### config.mk
export PLATFORM = sky130hd
export DESIGN_NAME = sect_erase_batch
export DESIGN_NICKNAME = d
export VERILOG_FILES = /design/src/rtl/seb_pkg.sv /design/src/rtl/seb_strobe.sv /design/src/rtl/seb_timer.sv /design/src/rtl/seb_sectors.sv /design/src/rtl/sect_erase_batch.sv
export SDC_FILE = /design/constraint.sdc
export NUM_CORES = 1
export LEC_CHECK = 0
export CAP_MARGIN = 20
export CORE_MARGIN = 4
export CORE_UTILIZATION = 54
export CTS_CLUSTER_DIAMETER = 30
export DETAILED_ROUTE_END_ITERATION = 7
export GPL_TIMING_DRIVEN = 0
export HOLD_SLACK_MARGIN = 0.1
export MAX_ROUTING_LAYER = met4
export PLACE_DENSITY = 0.85
export SLEW_MARGIN = 15
export SYNTH_ARGS = -nofsm -noshare
export SYNTH_HDL_FRONTEND = slang
export SYNTH_SLANG_ARGS = --single-unit
### constraint.sdc
create_clock -name clk -period 4.3 [get_ports clk]
set_input_delay 0.86 -clock clk [delete_from_list [all_inputs] [get_ports clk]]
set_output_delay 0.86 -clock clk [all_outputs]
set_load 0.05 [all_outputs]
### src/rtl/seb_pkg.sv
package seb_pkg;
  typedef enum logic [2:0] {
    ST_READ  = 3'd0,
    ST_ARMED = 3'd1,
    ST_ACCUM = 3'd2,
    ST_ERASE = 3'd3,
    ST_PROT  = 3'd4
  } seb_state_e;
endpackage

### src/rtl/seb_strobe.sv
module seb_strobe #(
  parameter int SB = 3
) (
  input  logic          clk,
  input  logic          rst_n,
  input  logic          we_n,
  input  logic [SB-1:0] sec_in,
  output logic [SB-1:0] sec_lat,
  output logic          wr_done
);
  logic          we_q;
  logic          fall;
  logic [SB-1:0] sec_d;

  assign fall    = we_q & ~we_n;
  assign wr_done = ~we_q & we_n;

  always_comb begin
    sec_d = sec_lat;
    if (fall) sec_d = sec_in;
  end

  always_ff @(posedge clk or negedge rst_n) begin
    if (!rst_n) begin
      we_q    <= 1'b1;
      sec_lat <= '0;
    end else begin
      we_q    <= we_n;
      sec_lat <= sec_d;
    end
  end
endmodule

### src/rtl/seb_timer.sv
module seb_timer #(
  parameter int CW = 8
) (
  input  logic          clk,
  input  logic          rst_n,
  input  logic          load,
  input  logic [CW-1:0] load_val,
  output logic          zero
);
  logic [CW-1:0] cnt_q, cnt_d;

  assign zero = (cnt_q == '0);

  always_comb begin
    cnt_d = cnt_q;
    if (load)       cnt_d = load_val;
    else if (!zero) cnt_d = cnt_q - 1'b1;
  end

  always_ff @(posedge clk or negedge rst_n) begin
    if (!rst_n) cnt_q <= '0;
    else        cnt_q <= cnt_d;
  end
endmodule

### src/rtl/seb_sectors.sv
module seb_sectors #(
  parameter int NS = 8,
  parameter int SB = 3
) (
  input  logic          clk,
  input  logic          rst_n,
  input  logic          set_en,
  input  logic [SB-1:0] set_idx,
  input  logic          clr,
  input  logic          snap,
  input  logic [NS-1:0] prot,
  output logic [NS-1:0] pend,
  output logic [NS-1:0] act
);
  logic [NS-1:0] pend_d, act_d;

  for (genvar g = 0; g < NS; g++) begin : g_sect
    always_comb begin
      pend_d[g] = pend[g];
      if (clr)                                     pend_d[g] = 1'b0;
      else if (set_en && (set_idx == SB'(g)))      pend_d[g] = 1'b1;
      act_d[g] = act[g];
      if (clr)       act_d[g] = 1'b0;
      else if (snap) act_d[g] = pend[g] & ~prot[g];
    end
  end

  always_ff @(posedge clk or negedge rst_n) begin
    if (!rst_n) begin
      pend <= '0;
      act  <= '0;
    end else begin
      pend <= pend_d;
      act  <= act_d;
    end
  end
endmodule

### src/rtl/sect_erase_batch.sv
module sect_erase_batch
  import seb_pkg::*;
#(
  parameter int              NUM_SECT  = 8,
  parameter int              ADDR_W    = 16,
  parameter int              DATA_W    = 8,
  parameter int              WIN_CYC   = 20000,
  parameter int              ERASE_CYC = 64,
  parameter int              PROT_CYC  = 4,
  parameter logic [DATA_W-1:0] CONFIRM = 8'h30
) (
  input  logic                clk,
  input  logic                rst_n,
  input  logic                we_n,
  input  logic [ADDR_W-1:0]   addr,
  input  logic [DATA_W-1:0]   wdata,
  input  logic                setup_ok,
  input  logic [NUM_SECT-1:0] prot_mask,
  output logic [NUM_SECT-1:0] erase_mask,
  output logic                busy,
  output logic                tmr_active,
  output logic                poll_dq7
);
  localparam int SB    = $clog2(NUM_SECT);
  localparam int MAXC  = (WIN_CYC > ERASE_CYC) ?
                         ((WIN_CYC > PROT_CYC) ? WIN_CYC : PROT_CYC) :
                         ((ERASE_CYC > PROT_CYC) ? ERASE_CYC : PROT_CYC);
  localparam int CW    = $clog2(MAXC + 1);
  localparam logic [CW-1:0] WIN_LD = CW'(WIN_CYC - 1);
  localparam logic [CW-1:0] ERS_LD = CW'(ERASE_CYC - 1);
  localparam logic [CW-1:0] PRT_LD = CW'(PROT_CYC - 1);

  logic [1:0] rs_q;
  logic       rst_s;

  always_ff @(posedge clk or negedge rst_n) begin
    if (!rst_n) rs_q <= 2'b00;
    else        rs_q <= {rs_q[0], 1'b1};
  end
  assign rst_s = rs_q[1];

  logic [SB-1:0]       sec_in, sec_lat, sec_rd;
  logic                wr_done, cmd_hit;
  logic                t_load, t_zero;
  logic [CW-1:0]       t_val;
  logic                set_en, clr, snap;
  logic [NUM_SECT-1:0] pend, act, live;
  seb_state_e          state_q, state_d;
  logic                unused_low;

  assign sec_in     = addr[ADDR_W-1 -: SB];
  assign sec_rd     = addr[ADDR_W-1 -: SB];
  assign unused_low = ^addr[ADDR_W-SB-1:0];
  assign cmd_hit    = wr_done && (wdata == CONFIRM);
  assign live       = pend & ~prot_mask;

  seb_strobe #(.SB(SB)) u_strobe (
    .clk(clk), .rst_n(rst_s), .we_n(we_n), .sec_in(sec_in),
    .sec_lat(sec_lat), .wr_done(wr_done)
  );

  seb_timer #(.CW(CW)) u_timer (
    .clk(clk), .rst_n(rst_s), .load(t_load), .load_val(t_val), .zero(t_zero)
  );

  seb_sectors #(.NS(NUM_SECT), .SB(SB)) u_sect (
    .clk(clk), .rst_n(rst_s), .set_en(set_en), .set_idx(sec_lat),
    .clr(clr), .snap(snap), .prot(prot_mask), .pend(pend), .act(act)
  );

  always_comb begin
    state_d = state_q;
    t_load  = 1'b0;
    t_val   = '0;
    set_en  = 1'b0;
    clr     = 1'b0;
    snap    = 1'b0;
    case (state_q)
      ST_READ: begin
        if (setup_ok) state_d = ST_ARMED;
      end
      ST_ARMED: begin
        if (cmd_hit) begin
          state_d = ST_ACCUM;
          set_en  = 1'b1;
          t_load  = 1'b1;
          t_val   = WIN_LD;
        end else if (wr_done) begin
          state_d = ST_READ;
        end
      end
      ST_ACCUM: begin
        if (cmd_hit) begin
          set_en = 1'b1;
          t_load = 1'b1;
          t_val  = WIN_LD;
        end else if (wr_done) begin
          clr     = 1'b1;
          state_d = ST_READ;
        end else if (t_zero) begin
          snap   = 1'b1;
          t_load = 1'b1;
          if (|live) begin
            state_d = ST_ERASE;
            t_val   = ERS_LD;
          end else begin
            state_d = ST_PROT;
            t_val   = PRT_LD;
          end
        end
      end
      ST_ERASE, ST_PROT: begin
        if (t_zero) begin
          clr     = 1'b1;
          state_d = ST_READ;
        end
      end
      default: state_d = ST_READ;
    endcase
  end

  always_ff @(posedge clk or negedge rst_s) begin
    if (!rst_s) state_q <= ST_READ;
    else        state_q <= state_d;
  end

  assign busy       = (state_q == ST_ERASE) || (state_q == ST_PROT);
  assign tmr_active = (state_q == ST_ACCUM);
  assign erase_mask = (state_q == ST_ERASE) ? act : '0;
  assign poll_dq7   = !((state_q == ST_ERASE) && act[sec_rd]);
endmodule

## Word level (Yosys, flattened, before mapping)

Cells that the tools add are included.

| storage, ports and cells | value |
|---|---|
| register bits | 40 |
| input port bits | 36 |
| output and inout port bits | 11 |
| word-level logic and storage cells | 147 |

| cells by class | value |
|---|---|
| add/sub/neg operators | 1 |
| $lt $le $gt $ge | 1 |
| eq/ne operators | 18 |
| multiplexer cells | 63 |
| bitwise gates (word level) | 22 |
| reductions and logical operators | 28 |

Operators with widths:

| kind | number |
|---|---|
| $mux W15 | 4 |
| $mux W1 | 42 |
| $pmux W15 S2 | 1 |
| $mux W3 | 8 |
| $mux W6 | 3 |
| $reduce_bool A2 Y1 | 9 |
| $eq A3 B3 Y1 const B | 5 |
| $logic_not A15 Y1 | 1 |
| $sub A15 B1 Y15 const B | 1 |
| $eq A3 B2 Y1 const B | 4 |
| $pmux W3 S4 | 1 |
| $and A1 B1 Y1 | 10 |
| $logic_and A1 B1 Y1 | 10 |
| $not A1 Y1 | 10 |
| $and A8 B8 Y8 | 1 |
| $eq A8 B6 Y1 const B | 1 |
| $mux W8 | 1 |
| $ne A2 B2 Y1 const B | 4 |
| $not A8 Y8 | 1 |
| $reduce_or A8 Y1 | 1 |
| $eq A3 B1 Y1 const B | 2 |
| $logic_not A3 Y1 | 2 |
| $reduce_and A5 Y1 | 1 |
| $lt A3 B4 Y1 const B | 1 |
| 7 further kinds | 9 |

## Longest topological paths before layout

Gate-level depths: netlist (run 1).

| depth | value |
|---|---|
| depth after elaboration | 9 |
| depth in mapped cells | 8 |
| depth with buffers taken out | 7 |

## By module

A second synthesis (run 1) with hierarchy kept.

| unflattened totals | value |
|---|---|
| cells, all modules | 235 |
| area total of the unflattened synthesis | 2319.7 µm² |

Modules (own cells, without submodules):

| module | instances | cells an instance | area each (µm²) | sequential area each (µm²) |
|---|---|---|---|---|
| seb_timer | 1 | 90 | 870.8 | 375.4 |
| seb_sectors | 1 | 66 | 705.7 | 400.4 |
| sect_erase_batch | 1 | 70 | 574.3 | 125.1 |
| seb_strobe | 1 | 9 | 168.9 | 101.3 |

## Least setup slack after synthesis (run 1)

No wires, ideal clock.

| timing path | value |
|---|---|
| kind | input-to-output |
| start point | input port addr[13] |
| end point | output port poll_dq7 |
| data arrival time | 1.927 ns |
| data required time | 3.440 ns |
| path slack | 1.513 ns |
| cell stages on the path | 3 |
| buffers on the path | 0 |
| cells stage by stage | mux4_2 > mux2_2 > nand2_1 |

| between the ends | value |
|---|---|
| cells in the longest elaborated chain, start to end | 4 |

Ends and longest elaborated chain:

| item | line | source |
|---|---|---|
| from (decl) | sect_erase_batch.sv:15 | `input logic [ADDR_W-1:0] addr,` |
| $bmux W1 S3 | sect_erase_batch.sv:130 | `assign poll_dq7 = !((state_q == ST_ERASE) && act[sec_rd]);` |
| $mux W1 (not written as such) | sect_erase_batch.sv:130 |  |
| $logic_and A1 B1 Y1 | sect_erase_batch.sv:130 |  |
| $logic_not A1 Y1 | sect_erase_batch.sv:130 |  |
| to (decl) | sect_erase_batch.sv:22 | `output logic poll_dq7` |

No other way between the ends. The select of a mux whose other input is x is not followed.

## Final worst setup path (run 1)

Same ends and word-level chain as after synthesis.

==> reports/metrics.csv, run 1 <==
stage,metric,value,unit
sta,RSZ-0062 raised after global routing,no,
route,DR vias,1774,
global_route,largest net degree at the start of global routing,21,
sta,min Tclk post-route,3.936,ns
clock_network,# Post-CTS Setup Buffers,0,
setup_path,Worst setup EP type,output pin,
logic_synthesis,Main synth FF type,dfrtp_1,
flow_run,max cap viols,0,
finish,FF/Latch Area,1003,um2
sta,Rel. slew slack,58.95,%
die,Die ar.,5015,um2
die,Rows,22,
finish,fin nets,294,
power_and_ir_drop,pwr dens,347.5,nW/um2
power_and_ir_drop,Switching Fraction,30.10,%
clock_network,Longest Clk Path Bufs,2,
min_path,worst hold path type,reg -> async,
sta,Tcrit/Tclk final,91.54,%
global_route,total gr overflow,0,
global_route,met2 GRT Util,35.84,%
finish,Layout area overhead,24.02,%
die,Starting Density,56.92,%
logic_synthesis,Cells after Synth,215,
route,post-route ant nets,0,
logic_synthesis,Area contributors post-synth,"dfrtp_1 (46%), nor2_1 (4.4%), o21ai_0 (3.8%)",
global_route,initial antenna violation count,0,
sta,Max Clock Freq,0.2540,GHz
finish,"commonest non-fill, non-tap cell in the layout",dfrtp_1,
route,WL final,4727,um
place,Buffers on Ports,33,
setup_path,delay of the slowest critical-path stage,0.79,ns
finish,antenna fix cells,0,
power_and_ir_drop,clock power share,27.6,%
setup_path,r2r setup slk,2.02,ns
clock_network,CTS Root Cell,clkbuf_8,
place,post-detail-place hpwl,3626,um
setup_path,Bufs and invs on worst path,2,
logic_synthesis,Synth async-reset ratio,100.0,%
setup_path,slowest CP cell,clkdlybuf4s50_1,
global_route,vias in the first global route,1839,
finish,most frequent cells in the layout,"dfrtp_1 (38), clkdlybuf4s50_1 (33), nor2_1 (25)",
logic_synthesis,post-synthesis sequential element count,40,
logic_synthesis,Syn Area/Cell,9.911,um2
setup_path,worst path cell trace,"clkdlybuf4s50_1, mux4_2, mux2_2, nand2_1, clkdlybuf4s50_1",
place,routability congestion estimate from global placement,0.8608,
die,die height,70.82,um
power_and_ir_drop,Comb power frac,18.5,%
sta,Fin. Hold Viols,0,
sta,Slew @ Worst Pin,0.6144,ns
route,WL per Instance,15.50,um
setup_path,FF-to-FF Start,u_timer.cnt_q[0],
place,placed cell area,2550,um2
logic_synthesis,Post-Syn Nets,253,
setup_path,Worst Setup Path Type,in -> out,
clock_network,TritonCTS clock tree,yes,
die,area of the core,3744,um2
clock_network,"Clk pin slew, worst setup/hold paths",0.08,ns
finish,design area,2643,um2
route,Post-route DRC,0,
sta,Clock Skews,0.006535,ns
global_route,met1 Use GR,26.28,%
die,number of top-level pins,47,
route,initial DRC count,154,
clock_network,CTS resizes,0,
logic_synthesis,Synth area leader,dfrtp_1,
power_and_ir_drop,sequential share of power,54.0,%
clock_network,H-Tree Depth,2,
place,DP Worst Slack,0.3511,ns
run_status,status,"finished, final reports clean",
setup_path,crit path DAT,3.08,ns
sta,Final TNS setup,0,ns
setup_path,crit-path max FO,3,
sta,final setup fails,0,
sta,fin. max-slew vios,0,
route,vias per cell,5.816,
setup_path,CP required,3.44,ns
setup_path,Top delay family on crit path,buffers and inverters,
power_and_ir_drop,peak supply drop,0.2372,mV
finish,layout filler cell count,292,
finish,area of the multi-input gates,1077,um2
power_and_ir_drop,P_leak,1.073,nW
logic_synthesis,Yosys top cell area share,45.80,%
clock_network,clock latency on the worst-skew pair,0.29,ns
clock_network,post-cts hold buffer count,0,
setup_path,crit path launch,addr[13],
setup_path,Most common cell on crit path,clkdlybuf4s50_1,
route,Initial DRT Pass Iterations,4,
clock_network,CTS sink cnt,40,
finish,Finished Core Util,70.59,%
global_route,met3 usage,4.119,%
power_and_ir_drop,sw power,0.2763,mW
clock_network,CTS Buf Count,5,
sta,final setup margin,0.3636,ns
logic_synthesis,Unique masters post-synth,53,
setup_path,critical path depth,5,
finish,share of cells above drive strength 1,11.67,%
logic_synthesis,post-synthesis cell area,2131,um2
setup_path,CP Launch Type,input port,
power_and_ir_drop,Pint,0.6419,mW
logic_synthesis,Yosys warning count,0,
global_route,first-pass GRT wire length,8376,um
global_route,Total GRT Usage,21.32,%
setup_path,worst reg-to-reg path cell count,7,
logic_synthesis,"Seq/Total Area, Yosys",47.03,%
logic_synthesis,Post-synth EDFFs,0,
die,Die Width,70.82,um
global_route,GR peak layer,met2,
-- area by class of cell --
type,count,share of cell area (%)
plain buffers,6,1.373
clock buffers,6,3.125
clock inverters,2,0.3788
multi-input cells,165,40.77
inverters,4,0.5682
well taps,48,2.273
repair buffers,34,13.54
flip-flops and latches,40,37.97
-- cells in the mapped netlist (2+ instances only) --
| cell type | instances |
|---|---|
| a21oi_1 | 14 |
| a31oi_1 | 4 |
| a32o_1 | 2 |
| and2_1 | 9 |
| buf_2 | 2 |
| clkbuf_1 | 2 |
| dfrtp_1 | 39 |
| ha_1 | 2 |
| inv_1 | 4 |
| mux2_1 | 2 |
| mux2_2 | 4 |
| mux4_2 | 2 |
| nand2_1 | 19 |
| nand4_1 | 3 |
| nor2_1 | 25 |
| nor2b_1 | 12 |
| nor3_1 | 4 |
| nor4_1 | 5 |
| o21ai_0 | 16 |
| o21ai_1 | 2 |
| or3_1 | 2 |
| xnor2_1 | 7 |
| xor2_1 | 4 |
-- state kept, by name, summed over array words and instances (netlist names) --
name              cells
u_timer.cnt_q        15
u_sect.act            8
u_sect.pend           8
state_q               3
u_strobe.sec_lat      3
rs_q                  2
u_strobe.we_q         1
-- metal layers --
metal  share of wire [%]  vias to the layer above
met3                 4.7                        8
met4                 1.5                        0
met5                   0                        -
li1                    -                      849
met1                  43                      869
met2                  51                       48
-- power by group through the flow --
| stage | sequential (mW) | combinational, mW | clock (mW) |
|---|---|---|---|
| 2_1_floorplan | 0.487 | 0.122 | 0 |
| 3_3_place_gp | 0.502 | 0.156 | 0 |
| 3_5_place_dp | 0.502 | 0.169 | 0 |
| 4_1_cts | 0.495 | 0.170 | 0.260 |
| 5_1_grt | 0.507 | 0.191 | 0.284 |
| 6_report | 0.496 | 0.169 | 0.253 |
-- stage by stage --
| step | std cells | power (mW) | hold slack [ns] |
|---|---|---|---|
| after floorplan | 215 | 0.6091 | 0.3312 |
| after global placement | 296 | 0.6571 | 0.3333 |
| after detailed placement | 297 | 0.6708 | 0.2446 |
| after CTS | 305 | 0.9252 | 0.2445 |
| after global routing | 305 | 0.9815 | 0.2749 |
| final | 305 | 0.9182 | 0.2257 |
-- cell families after synthesis --
group | synth area share, %
compound gates | 13.39
flops | 47.04
xor+xnor | 4.521
mux | 5.754
simple gates | 25.54
other cells | 0.1760
buf+inv | 2.408
fa+ha+maj | 1.174
-- final timing paths --
kind / to
worst max-delay path: poll_dq7
worst min-delay path: u_timer.cnt_q[9]
worst max register to register: state_q[1]
worst min register to register: u_timer.cnt_q[9]
max in group asynchronous: rs_q[1]
min in group clk: rs_q[1]
(Power assumes the default switching activity.)
==> inputs of run 2 (changes only) <==
SKIP_LAST_GASP = 1   (was not set)
==> results of run 2 <==
The final DEF is identical to that of run 1; final timing and power are the same.
